`src/rtl/rgt_pkg.sv`:
```
package rgt_pkg;

  typedef enum logic [1:0] {
    ST_IDLE  = 2'd0,
    ST_ARMED = 2'd1,
    ST_RUN   = 2'd2
  } rgt_state_e;

  // Strobes from control to datapath
  typedef struct packed {
    logic startPeriod;  // load active timing, phase to 0
    logic advance;      // phase + 1
    logic gateOn;       // outputs may be driven this cycle
  } rgt_strobe_t;

endpackage

```
`src/rtl/rgt_cfg.sv`:
```
module rgt_cfg #(
  parameter int CNT_W = 32
) (
  input  logic             clk,
  input  logic             rstN,
  input  logic             cfgLoad,
  input  logic [CNT_W-1:0] inPeriod,
  input  logic [CNT_W-1:0] inTxWidth,
  input  logic [CNT_W-1:0] inGateDelay,
  input  logic [CNT_W-1:0] inGateWidth,
  output logic [CNT_W-1:0] pendPeriod,
  output logic [CNT_W-1:0] pendTxWidth,
  output logic [CNT_W-1:0] pendGateDelay,
  output logic [CNT_W-1:0] pendGateWidth,
  output logic             cfgReady,
  output logic             cfgError
);

  localparam int SUM_W = CNT_W + 1;

  logic [SUM_W-1:0] gateEndWide;
  logic             txFits;
  logic             gateAfterTx;
  logic             gateFits;
  logic             setValid;

  // One spare bit keeps the gate end exact
  assign gateEndWide = {1'b0, inGateDelay} + {1'b0, inGateWidth};
  assign txFits      = inTxWidth < inPeriod;
  assign gateAfterTx = inGateDelay >= inTxWidth;
  assign gateFits    = gateEndWide <= {1'b0, inPeriod};
  assign setValid    = txFits && gateAfterTx && gateFits;

  always_ff @(posedge clk) begin
    if (!rstN) begin
      pendPeriod    <= '0;
      pendTxWidth   <= '0;
      pendGateDelay <= '0;
      pendGateWidth <= '0;
      cfgReady      <= 1'b0;
      cfgError      <= 1'b0;
    end else if (cfgLoad) begin
      if (setValid) begin
        pendPeriod    <= inPeriod;
        pendTxWidth   <= inTxWidth;
        pendGateDelay <= inGateDelay;
        pendGateWidth <= inGateWidth;
        cfgReady      <= 1'b1;
        cfgError      <= 1'b0;
      end else begin
        cfgReady      <= 1'b0;
        cfgError      <= 1'b1;
      end
    end
  end

  AST_BAD_SET_FLAGGED: assert property (@(posedge clk) disable iff (!rstN)
    cfgLoad && !setValid |=> cfgError && !cfgReady);

  AST_GOOD_SET_CLEARS: assert property (@(posedge clk) disable iff (!rstN)
    cfgLoad && setValid |=> !cfgError && cfgReady);

  AST_PEND_HELD: assert property (@(posedge clk) disable iff (!rstN)
    !cfgLoad |=> $stable(pendPeriod) && $stable(pendGateDelay));

  AST_READY_SANE: assert property (@(posedge clk) disable iff (!rstN)
    cfgReady |-> pendTxWidth < pendPeriod);

endmodule

```
`src/rtl/rgt_ctrl.sv`:
```
module rgt_ctrl
  import rgt_pkg::*;
(
  input  logic        clk,
  input  logic        rstN,
  input  logic        startReq,
  input  logic        stopReq,
  input  logic        extTrigEn,
  input  logic        extTrig,
  input  logic        cfgReady,
  input  logic        periodEnd,
  output rgt_strobe_t strobe
);

  rgt_state_e state;
  rgt_state_e stateNext;
  logic       stopPend;
  logic       endRun;

  // A finished period stops if asked to or if the set was rejected
  assign endRun = stopPend || stopReq || !cfgReady;

  always_comb begin
    stateNext = state;
    strobe    = '0;
    unique case (state)
      ST_IDLE: begin
        if (startReq && cfgReady) begin
          if (extTrigEn) begin
            stateNext = ST_ARMED;
          end else begin
            stateNext          = ST_RUN;
            strobe.startPeriod = 1'b1;
          end
        end
      end
      ST_ARMED: begin
        if (stopReq || !cfgReady) begin
          stateNext = ST_IDLE;
        end else if (extTrig) begin
          stateNext          = ST_RUN;
          strobe.startPeriod = 1'b1;
        end
      end
      ST_RUN: begin
        strobe.gateOn = 1'b1;
        if (periodEnd) begin
          if (endRun) begin
            stateNext = ST_IDLE;
          end else if (extTrigEn) begin
            stateNext = ST_ARMED;
          end else begin
            strobe.startPeriod = 1'b1;
          end
        end else begin
          strobe.advance = 1'b1;
        end
      end
      default: stateNext = ST_IDLE;
    endcase
  end

  always_ff @(posedge clk) begin
    if (!rstN) begin
      state    <= ST_IDLE;
      stopPend <= 1'b0;
    end else begin
      state <= stateNext;
      if (stateNext != ST_RUN) begin
        stopPend <= 1'b0;
      end else if (state == ST_RUN && stopReq) begin
        stopPend <= 1'b1;
      end
    end
  end

  AST_RUN_UNTIL_END: assert property (@(posedge clk) disable iff (!rstN)
    state == ST_RUN && !periodEnd |=> state == ST_RUN);

  AST_IDLE_NEEDS_CFG: assert property (@(posedge clk) disable iff (!rstN)
    state == ST_IDLE && !cfgReady |=> state == ST_IDLE);

  AST_ARMED_WAITS: assert property (@(posedge clk) disable iff (!rstN)
    state == ST_ARMED && !extTrig |=> state != ST_RUN);

endmodule

```
`src/rtl/rgt_dpath.sv`:
```
module rgt_dpath
  import rgt_pkg::*;
#(
  parameter int CNT_W = 32
) (
  input  logic             clk,
  input  logic             rstN,
  input  rgt_strobe_t      strobe,
  input  logic [CNT_W-1:0] pendPeriod,
  input  logic [CNT_W-1:0] pendTxWidth,
  input  logic [CNT_W-1:0] pendGateDelay,
  input  logic [CNT_W-1:0] pendGateWidth,
  output logic             periodEnd,
  output logic             txEnable,
  output logic             rxGate,
  output logic             rangeStrobe
);

  localparam int SUM_W = CNT_W + 1;

  logic [CNT_W-1:0] phase;
  logic [CNT_W-1:0] actPeriod;
  logic [CNT_W-1:0] actTxWidth;
  logic [CNT_W-1:0] actGateDelay;
  logic [CNT_W-1:0] actGateWidth;
  logic [SUM_W-1:0] gateEnd;

  always_ff @(posedge clk) begin
    if (!rstN) begin
      phase        <= '0;
      actPeriod    <= CNT_W'(1);
      actTxWidth   <= '0;
      actGateDelay <= '0;
      actGateWidth <= '0;
    end else if (strobe.startPeriod) begin
      phase        <= '0;
      actPeriod    <= pendPeriod;
      actTxWidth   <= pendTxWidth;
      actGateDelay <= pendGateDelay;
      actGateWidth <= pendGateWidth;
    end else if (strobe.advance) begin
      phase <= phase + CNT_W'(1);
    end
  end

  assign gateEnd     = {1'b0, actGateDelay} + {1'b0, actGateWidth};
  assign periodEnd   = phase == (actPeriod - CNT_W'(1));
  assign txEnable    = strobe.gateOn && (phase < actTxWidth);
  assign rxGate      = strobe.gateOn && (phase >= actGateDelay)
                       && ({1'b0, phase} < gateEnd);
  assign rangeStrobe = strobe.gateOn && (phase == actGateDelay)
                       && (actGateWidth != '0);

  AST_TX_RX_APART: assert property (@(posedge clk) disable iff (!rstN)
    !(txEnable && rxGate));

  AST_QUIET_OFF: assert property (@(posedge clk) disable iff (!rstN)
    !strobe.gateOn |-> !txEnable && !rxGate && !rangeStrobe);

  AST_PHASE_IN_PERIOD: assert property (@(posedge clk) disable iff (!rstN)
    strobe.gateOn |-> phase < actPeriod);

  AST_STROBE_IN_GATE: assert property (@(posedge clk) disable iff (!rstN)
    rangeStrobe |-> rxGate);

  AST_ACT_FIXED: assert property (@(posedge clk) disable iff (!rstN)
    strobe.gateOn && !strobe.startPeriod |=>
      $stable(actPeriod) && $stable(actTxWidth) && $stable(actGateDelay));

endmodule

```
`src/rtl/radar_gate_timer.sv`:
```
module radar_gate_timer
  import rgt_pkg::*;
#(
  parameter int CNT_W = 32
) (
  input  logic             clk,
  input  logic             rstN,
  input  logic             cfgLoad,
  input  logic [CNT_W-1:0] cfgPeriod,
  input  logic [CNT_W-1:0] cfgTxWidth,
  input  logic [CNT_W-1:0] cfgGateDelay,
  input  logic [CNT_W-1:0] cfgGateWidth,
  input  logic             startReq,
  input  logic             stopReq,
  input  logic             extTrigEn,
  input  logic             extTrig,
  output logic             txEnable,
  output logic             rxGate,
  output logic             rangeStrobe,
  output logic             cfgError
);

  logic [CNT_W-1:0] pendPeriod;
  logic [CNT_W-1:0] pendTxWidth;
  logic [CNT_W-1:0] pendGateDelay;
  logic [CNT_W-1:0] pendGateWidth;
  logic             cfgReady;
  logic             periodEnd;
  rgt_strobe_t      strobe;

  rgt_cfg #(.CNT_W(CNT_W)) cfg_i (
    .clk           (clk),
    .rstN          (rstN),
    .cfgLoad       (cfgLoad),
    .inPeriod      (cfgPeriod),
    .inTxWidth     (cfgTxWidth),
    .inGateDelay   (cfgGateDelay),
    .inGateWidth   (cfgGateWidth),
    .pendPeriod    (pendPeriod),
    .pendTxWidth   (pendTxWidth),
    .pendGateDelay (pendGateDelay),
    .pendGateWidth (pendGateWidth),
    .cfgReady      (cfgReady),
    .cfgError      (cfgError)
  );

  rgt_ctrl ctrl_i (
    .clk       (clk),
    .rstN      (rstN),
    .startReq  (startReq),
    .stopReq   (stopReq),
    .extTrigEn (extTrigEn),
    .extTrig   (extTrig),
    .cfgReady  (cfgReady),
    .periodEnd (periodEnd),
    .strobe    (strobe)
  );

  rgt_dpath #(.CNT_W(CNT_W)) dpath_i (
    .clk           (clk),
    .rstN          (rstN),
    .strobe        (strobe),
    .pendPeriod    (pendPeriod),
    .pendTxWidth   (pendTxWidth),
    .pendGateDelay (pendGateDelay),
    .pendGateWidth (pendGateWidth),
    .periodEnd     (periodEnd),
    .txEnable      (txEnable),
    .rxGate        (rxGate),
    .rangeStrobe   (rangeStrobe)
  );

endmodule

```
`config.mk`:
```
export PLATFORM = sky130hd
export DESIGN_NAME = radar_gate_timer
export DESIGN_NICKNAME = d
export VERILOG_FILES = /design/src/rtl/rgt_pkg.sv /design/src/rtl/rgt_cfg.sv /design/src/rtl/rgt_ctrl.sv /design/src/rtl/rgt_dpath.sv /design/src/rtl/radar_gate_timer.sv
export SDC_FILE = /design/constraint.sdc
export NUM_CORES = 1
export LEC_CHECK = 0
export BUFFER_PORTS_ARGS = -buffer_cell sky130_fd_sc_hd__buf_2
export CORE_ASPECT_RATIO = 0.9
export CORE_MARGIN = 8
export CORE_UTILIZATION = 55
export DETAILED_ROUTE_END_ITERATION = 12
export GPL_TIMING_DRIVEN = 0
export PLACE_DENSITY_LB_ADDON = 0.1
export SLEW_MARGIN = 20
export SYNTH_ARGS = -nofsm -noshare
export SYNTH_HDL_FRONTEND = slang
export SYNTH_SLANG_ARGS = --single-unit
```
`constraint.sdc`:
```
create_clock -name clk -period 5.4 [get_ports clk]
set_clock_uncertainty 0.15 [all_clocks]
set_input_delay 1.08 -clock clk [delete_from_list [all_inputs] [get_ports clk]]
set_output_delay 1.08 -clock clk [all_outputs]
set_load 0.05 [all_outputs]
```
Yosys cells after proc, flatten, opt, wreduce, memory -nomap -nowiden
Cells that the tools add are included.
- mux-type cells: 19
- reduce and logical (&&, ||, !) cells: 18
- order comparisons: 6
- add/sub/neg operators: 4
- eq/ne operators: 5
- bitwise gates (word level): 1
- operators by type and width (cell ; count):
    32-bit by 32-bit adder with 33-bit output ; 2
    32-bit == test ; 2
    32-bit >= comparator ; 2
    32-bit less-than comparator ; 2
    33-bit by 32-bit less-or-equal comparator with 1-bit output ; 1
    32-bit by 33-bit less-than comparator with 1-bit output ; 1
    32-bit by 1-bit adder with 32-bit output (second input constant) ; 1
    32-bit nonzero test ; 1
    32-bit by 1-bit subtractor with 32-bit output (second input constant) ; 1
    2-bit two-way mux ; 8
    1-bit logical AND ; 9
    1-bit two-way mux ; 9
    2-bit case mux with 3 select lines ; 1
    2-bit OR reduction ; 2
    1-bit logical OR ; 3
    1-bit case mux with 3 select lines ; 1
    2-bit by 1-bit == test with 1-bit output (second input constant) ; 1
    2-bit == test (second input constant) ; 1
    2-bit logical NOT ; 1
    2-bit != test (second input constant) ; 1
    2-bit AND reduction ; 1
    1-bit logical NOT ; 1
    1-bit NOT ; 1
- register bits: 293
- logic and storage cells: 66
- output and inout port bits: 4
- bits of input ports: 135

Longest topological paths before layout
Gate-level depths: netlist of run 1.
- depth in word-level cells: 7
- gate-level depth with buffers: 25
- gate-level depth less buffers: 22

By module
Synthesis of run 1 repeated with hierarchy kept, for this count alone.
- cells, all modules: 2332
- area, all modules: 20324.5 µm²
- modules (own cells, without submodules) (module ; seq. area each (µm²) ; area an instance (µm²) ; times used ; cells each):
    rgt_dpath ; 3203.1 ; 11126.9 ; 1 ; 1254
    rgt_cfg ; 2602.5 ; 8992.4 ; 1 ; 1054
    rgt_ctrl ; 60.1 ; 205.2 ; 1 ; 24

Worst setup path before layout of run 1
No wires, ideal clock.
- kind: input to register
- from: input port cfgGateDelay[0]
- to: register cfg_i.pendGateDelay[0]
- setup time: 0.074 ns
- data required time: 5.176 ns
- data arrival time: 5.730 ns
- buffers on the path: 3
- cell stages on the path: 25
- slack: -0.554 ns
- path through: ha_1 > inv_1 > fa_1 > nor2b_1 > o31a_1 > a211o_1 > and2_1 > a21o_1 > a21oi_1 > o21bai_1 > a21oi_1 > xnor2_1 > ha_1 > a21o_1 > a21o_1 > a21oi_1 > o21ai_0 > a2111oi_0 > a21oi_1 > a311oi_1 > and3_1 > clkbuf_1 > clkbuf_1 > buf_1 > mux2i_1
- longest elaborated chain between the ends: 4
- elaborated cells between the ends (all ways): 6
- classes of those cells: add/sub (1); order compare (2); reduce/logical (3)
- ends and longest elaborated chain (element ; RTL line ; text):
    from (decl) ; radar_gate_timer.sv:11 ; input logic [CNT_W-1:0] cfgGateDelay,
    32-bit by 32-bit adder with 33-bit output or 32-bit >= comparator (tied branches) ; rgt_cfg.sv:28, rgt_cfg.sv:30 ;
    33-bit by 32-bit less-or-equal comparator with 1-bit output or 1-bit logical AND (tied branches) ; rgt_cfg.sv:31, rgt_cfg.sv:32 ;
    1-bit logical AND ; rgt_cfg.sv:32 ; assign setValid = txFits && gateAfterTx && gateFits;
    2-bit AND reduction (no line) ; -- ;
    to (signal assigned) ; rgt_cfg.sv:46 ; pendGateDelay <= inGateDelay;
    to (decl) ; rgt_cfg.sv:13 ; output logic [CNT_W-1:0] pendGateDelay,
Parallel ways exist; a longest one is shown, timed or not.
A chain may end at the register's enable or synchronous reset.

Worst setup path after layout of run 1
- from: register dpath_i.actGateDelay[7]
- to: output port rxGate
- longest elaborated chain between the ends: 3
- elaborated cells between the ends (all ways): 5
- classes of those cells: add/sub (1); order compare (2); reduce/logical (2)
- ends and longest elaborated chain (element ; RTL line ; text):
    from (decl) ; rgt_dpath.sv:24 ; logic [CNT_W-1:0] actGateDelay;
    from (signal assigned) ; rgt_dpath.sv:39 ; actGateDelay <= pendGateDelay;
    32-bit by 32-bit adder with 33-bit output or 32-bit >= comparator (tied branches) ; rgt_dpath.sv:46, rgt_dpath.sv:49 ;
    32-bit by 33-bit less-than comparator with 1-bit output or 1-bit logical AND (tied branches) ; rgt_dpath.sv:50, rgt_dpath.sv:49 ;
    1-bit logical AND (*) ; rgt_dpath.sv:50 ; && ({1'b0, phase} < gateEnd);
    to (decl) ; radar_gate_timer.sv:18 ; output logic rxGate,
Every way passes the cells marked *; elsewhere a longest branch is shown, timed or not.

==> out/metrics.json, run 1 <==
{
  "outcome": {"value": "finished, violations left"},
  "violations": {"value": "negative setup slack"},
  "initial_standard_cell_utilization_of_the_core": {"value": 0.558},
  "core": {"value": 36100, "unit": "µm²"},
  "port-buffer-count": {"value": 137},
  "post-dp-hpwl": {"value": 56100, "unit": "µm"},
  "count_of_nets_left_with_antenna_violations_after_detail_routing": {"value": 0},
  "critical_path.cell_chain": {"value": "ha_4, buf_4, a2111oi_1, o21ai_1, buf_4, nand4_1, a21oi_4, nand3_1, nand2_1, a21o_1, a21oi_1, xor2_1, ha_1, nand4_1, nor2_4, o21ai_2, a21oi_4, o31ai_2, a221oi_2, a311oi_4, buf_6"},
  "ys.warnings.count": {"value": 0},
  "synthesis.area": {"value": 20100, "unit": "µm²"},
  "synth.net_count": {"value": 2776},
  "firstDrtPassIters": {"value": 6},
  "seq_area_frac_synth": {"value": 0.291},
  "synth-xor-area-share": {"value": 0.0479},
  "yosys_most_used_dff": {"value": "sky130_fd_sc_hd__dfxtp_1"},
  "worstSetupStartpointType": {"value": "flip-flop"},
  "finalSetupViolations": {"value": 1},
  "drt_iter0_markers": {"value": 1865},
  "cpLargestDelayFamily": {"value": "compound AO/OA/AOI/OAI gates"},
  "io_pins": {"value": 139},
  "combinational_family_with_the_most_area_after_synthesis": {"value": "simple AND/OR/NAND/NOR gates"},
  "post_cts_hold_buffer_count": {"value": 0},
  "synthSimpleGateAreaFrac": {"value": 0.187},
  "crit_slowest_cell": {"value": "sky130_fd_sc_hd__a2111oi_1"},
  "yosysUniqueCellTypes": {"value": 73},
  "grt_pass1_vias": {"value": 18200},
  "synth_compound_gate_area_share": {"value": 0.128},
  "critical_path_class": {"value": "reg2out"},
  "insertedDiodeCount": {"value": 0},
  "synthToLayoutAreaGrowth": {"value": 18.4, "unit": "%"},
  "numCtsBuffers": {"value": 34},
  "grt_antenna_before_repair": {"value": 0},
  "yosysMostFrequentCell": {"value": "sky130_fd_sc_hd__nand2_1"},
  "timing.slew.headroom": {"value": 0.278},
  "worst_ep_required_time": {"value": 4.17, "unit": "ns"},
  "count_of_endpoints_failing_hold_in_the_final_timing_report": {"value": 0},
  "path_max_fanout": {"value": 4},
  "slew_viol_final": {"value": 0},
  "htreeDepth": {"value": 2},
  "tritoncts": {"value": "done"},
  "max_clock_freq": {"value": 0.168, "unit": "GHz"},
  "fin_util": {"value": 0.661},
  "detailed_route_drc_error_count": {"value": 0},
  "synthesis.instances": {"value": 2384},
  "timing.hold.worst_path_depth": {"value": 2},
  "critical_path_cell_count": {"value": 21},
  "overflow_left_after_global_routing": {"value": 0},
  "worstPathArrival": {"value": 4.72, "unit": "ns"},
  "multiInputGateArea": {"value": 13800, "unit": "µm²"},
  "clock-root-buffer": {"value": "sky130_fd_sc_hd__clkbuf_16"},
  "synth_edf_count": {"value": 0},
  "worstMarginPinSlew": {"value": 1.07, "unit": "ns"},
  "routed_wirelength": {"value": 70300, "unit": "µm"},
  "synthDominantAreaCellType": {"value": "sky130_fd_sc_hd__dfxtp_1"},
  "synthTopCellsByCount": {"value": "312 x sky130_fd_sc_hd__nand2_1, 293 x sky130_fd_sc_hd__dfxtp_1, 258 x sky130_fd_sc_hd__mux2i_1"},
  "rsz0062_at_grt": {"value": "true"},
  "die-height": {"value": 197, "unit": "µm"},
  "synth_seq_cells": {"value": 293},
  "pwr_density_cell": {"value": 231, "unit": "nW/µm²"},
  "grt_usage": {"value": 0.316},
  "hold_path_class": {"value": "reg2reg"},
  "clk_latency": {"value": 0.53, "unit": "ns"},
  "grt_start_max_net_pins": {"value": 15},
  "number_of_vias_after_detailed_routing": {"value": 18700},
  "critical_path.endpoint_type": {"value": "primary output"},
  "fillers": {"value": 3021},
  "post-layout-total-power": {"value": 5.50, "unit": "mW"},
  "area.sequential": {"value": 5910, "unit": "µm²"},
  "power_leakage": {"value": 9.99, "unit": "nW"},
  "clock_sinks": {"value": 293},
  "path_buf_inv": {"value": 3},
  "post-route-worst-setup-slack": {"value": -0.554, "unit": "ns"},
  "clock_tree.buffer_depth": {"value": 3},
  "synth-adder-area-share": {"value": 0.160},
  "core.rowCount": {"value": 66},
  "drt-wirelength-per-cell": {"value": 22.7, "unit": "µm"},
  "final_layout_size_suffix_gt1_frac": {"value": 0.152},
  "num-nets-final": {"value": 2989},
  "layout_min_cycle_time": {"value": 5.95, "unit": "ns"},
  "synthMuxAreaShare": {"value": 0.132},
  "grt_pass1_wl": {"value": 106000, "unit": "µm"},
  "synth.top_cell.area_share": {"value": 0.291},
  "maxCapViolCount": {"value": 0},
  "vdd_ir_drop_max": {"value": 0.184, "unit": "mV"},
  "cp_slowest_stage_delay": {"value": 0.43, "unit": "ns"},
  "detail_route.vias_per_cell": {"value": 6.05},
  "yosys-top-cells-area": {"value": "sky130_fd_sc_hd__dfxtp_1 29%, sky130_fd_sc_hd__ha_1 16%, sky130_fd_sc_hd__mux2i_1 13%"},
  "dieWidth": {"value": 218, "unit": "µm"},
  "postSynthAreaPerCell": {"value": 8.44, "unit": "µm²"},
  "weighted_congestion_reported_at_the_end_of_routability_driven_placement": {"value": 0.956},
  "clk_pin_slew_worst_paths": {"value": 0.06, "unit": "ns"},
  "synth_async_sr_flop_share": {"value": 0},
  "design.die.area": {"value": 43000, "unit": "µm²"},
  "r2r.worst_path.cells": {"value": 12},
  "fin_setup_tns": {"value": -0.554, "unit": "ns"},
  "final.period_utilization": {"value": 1.10}
}
-- what timing repair did --
item | CTS | global route
gates resized for setup | 114 | 52
endpoints found under the setup margin | 131 | 131
buffers inserted | 31 | 10
pin swaps | 52 | 29
endpoints found under the hold margin | 0 | 0
cloned | 6 | 0
-- layout make-up --
class,count,share of cell area
buffer,89,0.0259
clock buffer,44,0.0402
clock inverter,13,0.00918
inverter,166,0.0261
multi-input combinational,1833,0.578
sequential,293,0.248
tap,476,0.0250
timing repair buffer,180,0.0480
-- per-layer routing --
layer  up-vias  track usage  wire length, µm  share of wire
met5         -            0                0              0
met2       777        0.485            29800           0.42
li1       8837            -                -              -
met4         0        0.104             2510          0.036
met3       145       0.0424             5490          0.078
met1      8946        0.451            32600           0.46
-- path summary, 6_finish.rpt --
path,from,endpoint,slack (ns)
min reg2reg,cfg_i.pendGateDelay[12],cfg_i.pendGateDelay[12],0.31
max reg2reg,dpath_i.actPeriod[3],dpath_i.actTxWidth[26],1.31
max,dpath_i.actGateDelay[7],rxGate,-0.55
min,cfg_i.pendGateDelay[12],cfg_i.pendGateDelay[12],0.31
-- cell families after synthesis --
group | count (synthesis)
AO/OA/AOI/OAI | 400
XOR/XNOR | 110
adder cells (fa/ha/maj) | 257
buffers and inverters | 258
flip-flops | 293
multiplexers | 265
AND/OR/NAND/NOR | 801
-- sequential cells by signal (all words and copies together), names as in the netlist --
register,count
cfg_i.cfgError,1
cfg_i.cfgReady,1
cfg_i.pendGateDelay,32
cfg_i.pendGateWidth,32
cfg_i.pendPeriod,32
cfg_i.pendTxWidth,32
ctrl_i.state,2
ctrl_i.stopPend,1
dpath_i.actGateDelay,32
dpath_i.actGateWidth,32
dpath_i.actPeriod,32
dpath_i.actTxWidth,32
dpath_i.phase,32
-- where the power goes --
part	switching, mW	internal, mW	total, mW
Combinational	0.511	0.357	0.868
Clock	0.959	1.46	2.42
Sequential	0.0297	2.19	2.22
-- layout by cell type (no fill, tap or decap), types with 59 or more instances in the layout --
cell type,synthesis,final
sky130_fd_sc_hd__inv_1,165,164
sky130_fd_sc_hd__a21oi_1,125,111
sky130_fd_sc_hd__clkbuf_1,63,59
sky130_fd_sc_hd__ha_1,255,235
sky130_fd_sc_hd__buf_2,2,136
sky130_fd_sc_hd__a21o_1,72,72
sky130_fd_sc_hd__dfxtp_1,293,273
sky130_fd_sc_hd__o21ai_0,73,59
sky130_fd_sc_hd__nand2_1,312,310
sky130_fd_sc_hd__xnor2_1,74,74
sky130_fd_sc_hd__nor2_1,220,217
sky130_fd_sc_hd__mux2i_1,258,258
-- worst reg2reg max path, stage by stage, from the launching register on --
cell and delay [ns]:
sky130_fd_sc_hd__dfxtp_1 0.31, sky130_fd_sc_hd__clkbuf_1 0.22, sky130_fd_sc_hd__nor4_4 0.52, sky130_fd_sc_hd__nand4_1 0.40, sky130_fd_sc_hd__a2111oi_0 0.67, sky130_fd_sc_hd__o22ai_1 0.15
sky130_fd_sc_hd__nor4_1 0.29, sky130_fd_sc_hd__nand4_1 0.20, sky130_fd_sc_hd__nand2_2 0.31, sky130_fd_sc_hd__buf_6 0.24, sky130_fd_sc_hd__buf_6 0.21, sky130_fd_sc_hd__mux2i_1 0.24
sky130_fd_sc_hd__nor2_1 0.06
-- metrics by stage --
stage | setup slack, ns | area [µm²] | hold WS, ns | instances
2_1_floorplan | -0.00499 | 20300 | 0.284 | 2384
3_3_place_gp | -0.927 | 21600 | 0.298 | 2997
3_5_place_dp | -1.00 | 21600 | 0.303 | 2997
4_1_cts | -0.527 | 23700 | 0.316 | 3091
5_1_grt | -0.677 | 23800 | 0.335 | 3094
6_report | -0.554 | 23800 | 0.313 | 3094
(Power assumes the default switching activity.)
==> run 2: changes to the inputs <==
--- a/config.mk
+++ b/config.mk
@@ -5,6 +5,7 @@
 export SDC_FILE = /design/constraint.sdc
 export NUM_CORES = 1
 export LEC_CHECK = 0
+export ABC_AREA = 1
 export BUFFER_PORTS_ARGS = -buffer_cell sky130_fd_sc_hd__buf_2
 export CORE_ASPECT_RATIO = 0.9
 export CORE_MARGIN = 8
==> out/metrics.json, run 2 <==
{
  "dpl-instance-area": {"value": 24500, "unit": "µm²"},
  "numCtsBuffers": {"value": 31},
  "hold_path_startpoint": {"value": "cfg_i.pendPeriod[18]"},
  "fillers": {"value": 4075},
  "io_pins": {"value": 139},
  "wl_met1": {"value": 35400, "unit": "µm"},
  "yosys-top-cells-area": {"value": "sky130_fd_sc_hd__dfxtp_1 25%, sky130_fd_sc_hd__ha_1 14%, sky130_fd_sc_hd__nand2_1 11%"},
  "most_frequent_cells_in_the_layout": {"value": "687 x sky130_fd_sc_hd__nand2_1, 508 x sky130_fd_sc_hd__inv_1, 475 x sky130_fd_sc_hd__nor2_1"},
  "routed-wl-met3": {"value": 7050, "unit": "µm"},
  "detailed_route_drc_error_count": {"value": 0},
  "overflow_left_after_global_routing": {"value": 0},
  "drt-wirelength-per-cell": {"value": 19.1, "unit": "µm"},
  "finalInstanceArea": {"value": 25900, "unit": "µm²"},
  "post_cts_hold_buffer_count": {"value": 0},
  "worst_r2r_startpoint": {"value": "dpath_i.actPeriod[0]"},
  "clk_pin_slew_worst_paths": {"value": 0.06, "unit": "ns"},
  "timing.reg2reg.setup_slack": {"value": 2.05, "unit": "ns"},
  "max_clock_freq": {"value": 0.188, "unit": "GHz"},
  "critPathMostFrequentCell": {"value": "sky130_fd_sc_hd__a21oi_2"},
  "worstMarginPinSlew": {"value": 1.04, "unit": "ns"},
  "worstReg2RegEnd": {"value": "dpath_i.phase[26]"},
  "initial_standard_cell_utilization_of_the_core": {"value": 0.555},
  "core.rowCount": {"value": 71},
  "post-dp-hpwl": {"value": 68200, "unit": "µm"},
  "routed.top_layer": {"value": "met5"},
  "synthTopCellsByCount": {"value": "691 x sky130_fd_sc_hd__nand2_1, 508 x sky130_fd_sc_hd__inv_1, 476 x sky130_fd_sc_hd__nor2_1"},
  "synth_edf_count": {"value": 0},
  "fin_setup_tns": {"value": 0, "unit": "ns"},
  "final_layout_size_suffix_gt1_frac": {"value": 0.0936},
  "synth_async_sr_flop_share": {"value": 0},
  "core": {"value": 41700, "unit": "µm²"},
  "worstSetupStartpointType": {"value": "flip-flop"},
  "clock_sinks": {"value": 293},
  "cp_slowest_stage_delay": {"value": 0.38, "unit": "ns"},
  "critical_path.endpoint_type": {"value": "primary output"},
  "number_of_vias_after_detailed_routing": {"value": 24500},
  "synth.top_cell.area_share": {"value": 0.254},
  "tritoncts": {"value": "done"},
  "postSynthAreaPerCell": {"value": 6.44, "unit": "µm²"},
  "grt_start_max_net_pins": {"value": 16},
  "ys.warnings.count": {"value": 0},
  "num-nets-final": {"value": 4164},
  "synthesis.area": {"value": 23100, "unit": "µm²"},
  "clock-root-buffer": {"value": "sky130_fd_sc_hd__clkbuf_16"},
  "slew_viol_final": {"value": 0},
  "setup.worst_path.start": {"value": "dpath_i.actGateDelay[0]"},
  "grt_pass1_vias": {"value": 23400},
  "rsz0062_at_grt": {"value": "true"},
  "hold_path_end": {"value": "cfg_i.pendPeriod[18]"},
  "firstDrtPassIters": {"value": 6},
  "power_leakage": {"value": 12.3, "unit": "nW"},
  "synth_seq_cells": {"value": 293},
  "crit_slowest_cell": {"value": "sky130_fd_sc_hd__fa_2"},
  "synth.net_count": {"value": 3980},
  "die-height": {"value": 211, "unit": "µm"},
  "seq_area_frac_synth": {"value": 0.254},
  "finalSetupViolations": {"value": 0},
  "critical_path_class": {"value": "reg2out"},
  "synthDominantAreaCellType": {"value": "sky130_fd_sc_hd__dfxtp_1"},
  "fin_util": {"value": 0.621},
  "drt_iter0_markers": {"value": 2041},
  "total_met2_wirelength_after_detailed_routing": {"value": 35900, "unit": "µm"},
  "grt_pass1_wl": {"value": 127000, "unit": "µm"},
  "outcome": {"value": "completed"},
  "detail_route.vias_per_cell": {"value": 5.65},
  "yosysMostFrequentCell": {"value": "sky130_fd_sc_hd__nand2_1"},
  "final.period_utilization": {"value": 0.987},
  "yosysUniqueCellTypes": {"value": 48},
  "clk_latency": {"value": 0.60, "unit": "ns"},
  "r2r.worst_path.cells": {"value": 17},
  "path_max_fanout": {"value": 3},
  "count_of_endpoints_failing_hold_in_the_final_timing_report": {"value": 0},
  "count_of_nets_left_with_antenna_violations_after_detail_routing": {"value": 0},
  "design.die.area": {"value": 48900, "unit": "µm²"},
  "worst_ep_required_time": {"value": 4.17, "unit": "ns"},
  "routed_wirelength": {"value": 82800, "unit": "µm"},
  "maxCapViolCount": {"value": 0},
  "dieWidth": {"value": 232, "unit": "µm"},
  "grt_antenna_before_repair": {"value": 2},
  "yosys_most_used_dff": {"value": "sky130_fd_sc_hd__dfxtp_1"},
  "weighted_congestion_reported_at_the_end_of_routability_driven_placement": {"value": 1.05},
  "timing.hold.worst_path_depth": {"value": 2},
  "htreeDepth": {"value": 1},
  "synthToLayoutAreaGrowth": {"value": 11.9, "unit": "%"},
  "vdd_ir_drop_max": {"value": 0.291, "unit": "mV"},
  "clock_tree.buffer_depth": {"value": 3},
  "pwr_density_cell": {"value": 227, "unit": "nW/µm²"},
  "hold_path_class": {"value": "reg2reg"},
  "timing.slew.headroom": {"value": 0.309},
  "port-buffer-count": {"value": 137},
  "insertedDiodeCount": {"value": 0},
  "final_common_cell": {"value": "sky130_fd_sc_hd__nand2_1"},
  "grt_usage": {"value": 0.327},
  "synthesis.instances": {"value": 3588},
  "critical_path.cell_chain": {"value": "ha_4, fa_2, nand3_2, nand3_2, nand4_1, nand2_2, a21boi_2, o21bai_2, a21oi_2, buf_4, xor2_4, ha_4, a21oi_2, or2_4, a21oi_2, a2111oi_2, nor2_1, nor2_1, nand3_1, nor2_2, buf_6"},
  "layout_min_cycle_time": {"value": 5.33, "unit": "ns"},
  "worstPathArrival": {"value": 4.10, "unit": "ns"}
}
run 2: cell count changes after synthesis, sizes merged, moves of 14 or more:
cell   delta
nand3   +337
buf      +70
nand2   +384
nand4    -22
a21oi   +306
nor2    +266
xor2     +57
a21o     -64
nor2b    -26
inv     +347
xnor2    -33
and3     -14
mux2i   -258
run 2: cell families after synthesis:
kind of cell	count (synthesis)	synth area share
XOR/XNOR	134	0.0508
AND/OR/NAND/NOR	1664	0.305
flip-flops	293	0.254
adder cells (fa/ha/maj)	257	0.140
buffers and inverters	673	0.121
AO/OA/AOI/OAI	567	0.130
run 2: metrics by stage:
stage	power [mW]	worst slack, ns	hold WS (ns)	std cells
floorplan	3.28	0.336	0.296	3588
global placement	3.68	-0.961	0.312	4272
detailed placement	3.72	-1.08	0.318	4272
CTS	5.85	-0.0946	0.333	4327
global route	6.16	-0.0975	0.354	4340
finish	5.89	0.0726	0.328	4340
run 2: metal layers:
layer,vias to the layer above,global-route usage
met5,-,0
met4,2,0.147
li1,12000,-
met3,226,0.0567
met1,11200,0.430
met2,1047,0.521
run 2: where the power goes:
group,internal [mW],switching (mW)
Clock,1.26,0.894
Combinational,0.484,0.964
Sequential,2.24,0.0521
Total,3.98,1.91
run 2: worst max path at each step:
| stage | to | slack [ns] | cells past startpoint |
|---|---|---|---|
| 3_5_place_dp | cfg_i.pendGateWidth[23] | -1.08 | 32 |
| 3_3_place_gp | cfg_i.pendPeriod[1] | -0.96 | 31 |
| 6_report | rxGate | 0.07 | 21 |
| 2_1_floorplan | rxGate | 0.34 | 19 |
| 4_1_cts | rxGate | -0.09 | 20 |
| 5_1_grt | rxGate | -0.1 | 21 |
run 2: repair_timing:
action / CTS / global route
pin swaps: 5 / 24
buffers inserted: 1 / 13
resized for setup: 20 / 91
endpoints found under the setup margin: 131 / 131
run 2: critical path, delay by kind of cell, from the launching register on:
family,cells,cell delay (ns)
and+or+nand+nor,9,0.89
buffers and inverters,2,0.31
DFF,1,0.36
AOI/OAI and AO/OA,6,1.00
adders and majority gates,3,0.79
xor gates and xnor gates,1,0.20
run 2: layout make-up:
cell class / count / area (µm²) / area share
repair buffers: 151 / 797 / 0.0308
clock buffers: 46 / 912 / 0.0352
inverters: 512 / 1920 / 0.0742
clock inverters: 8 / 105 / 0.00406
flip-flops and latches: 293 / 5880 / 0.227
well taps: 547 / 684 / 0.0264
multi-input cells: 2622 / 14700 / 0.566
plain buffers: 161 / 926 / 0.0358
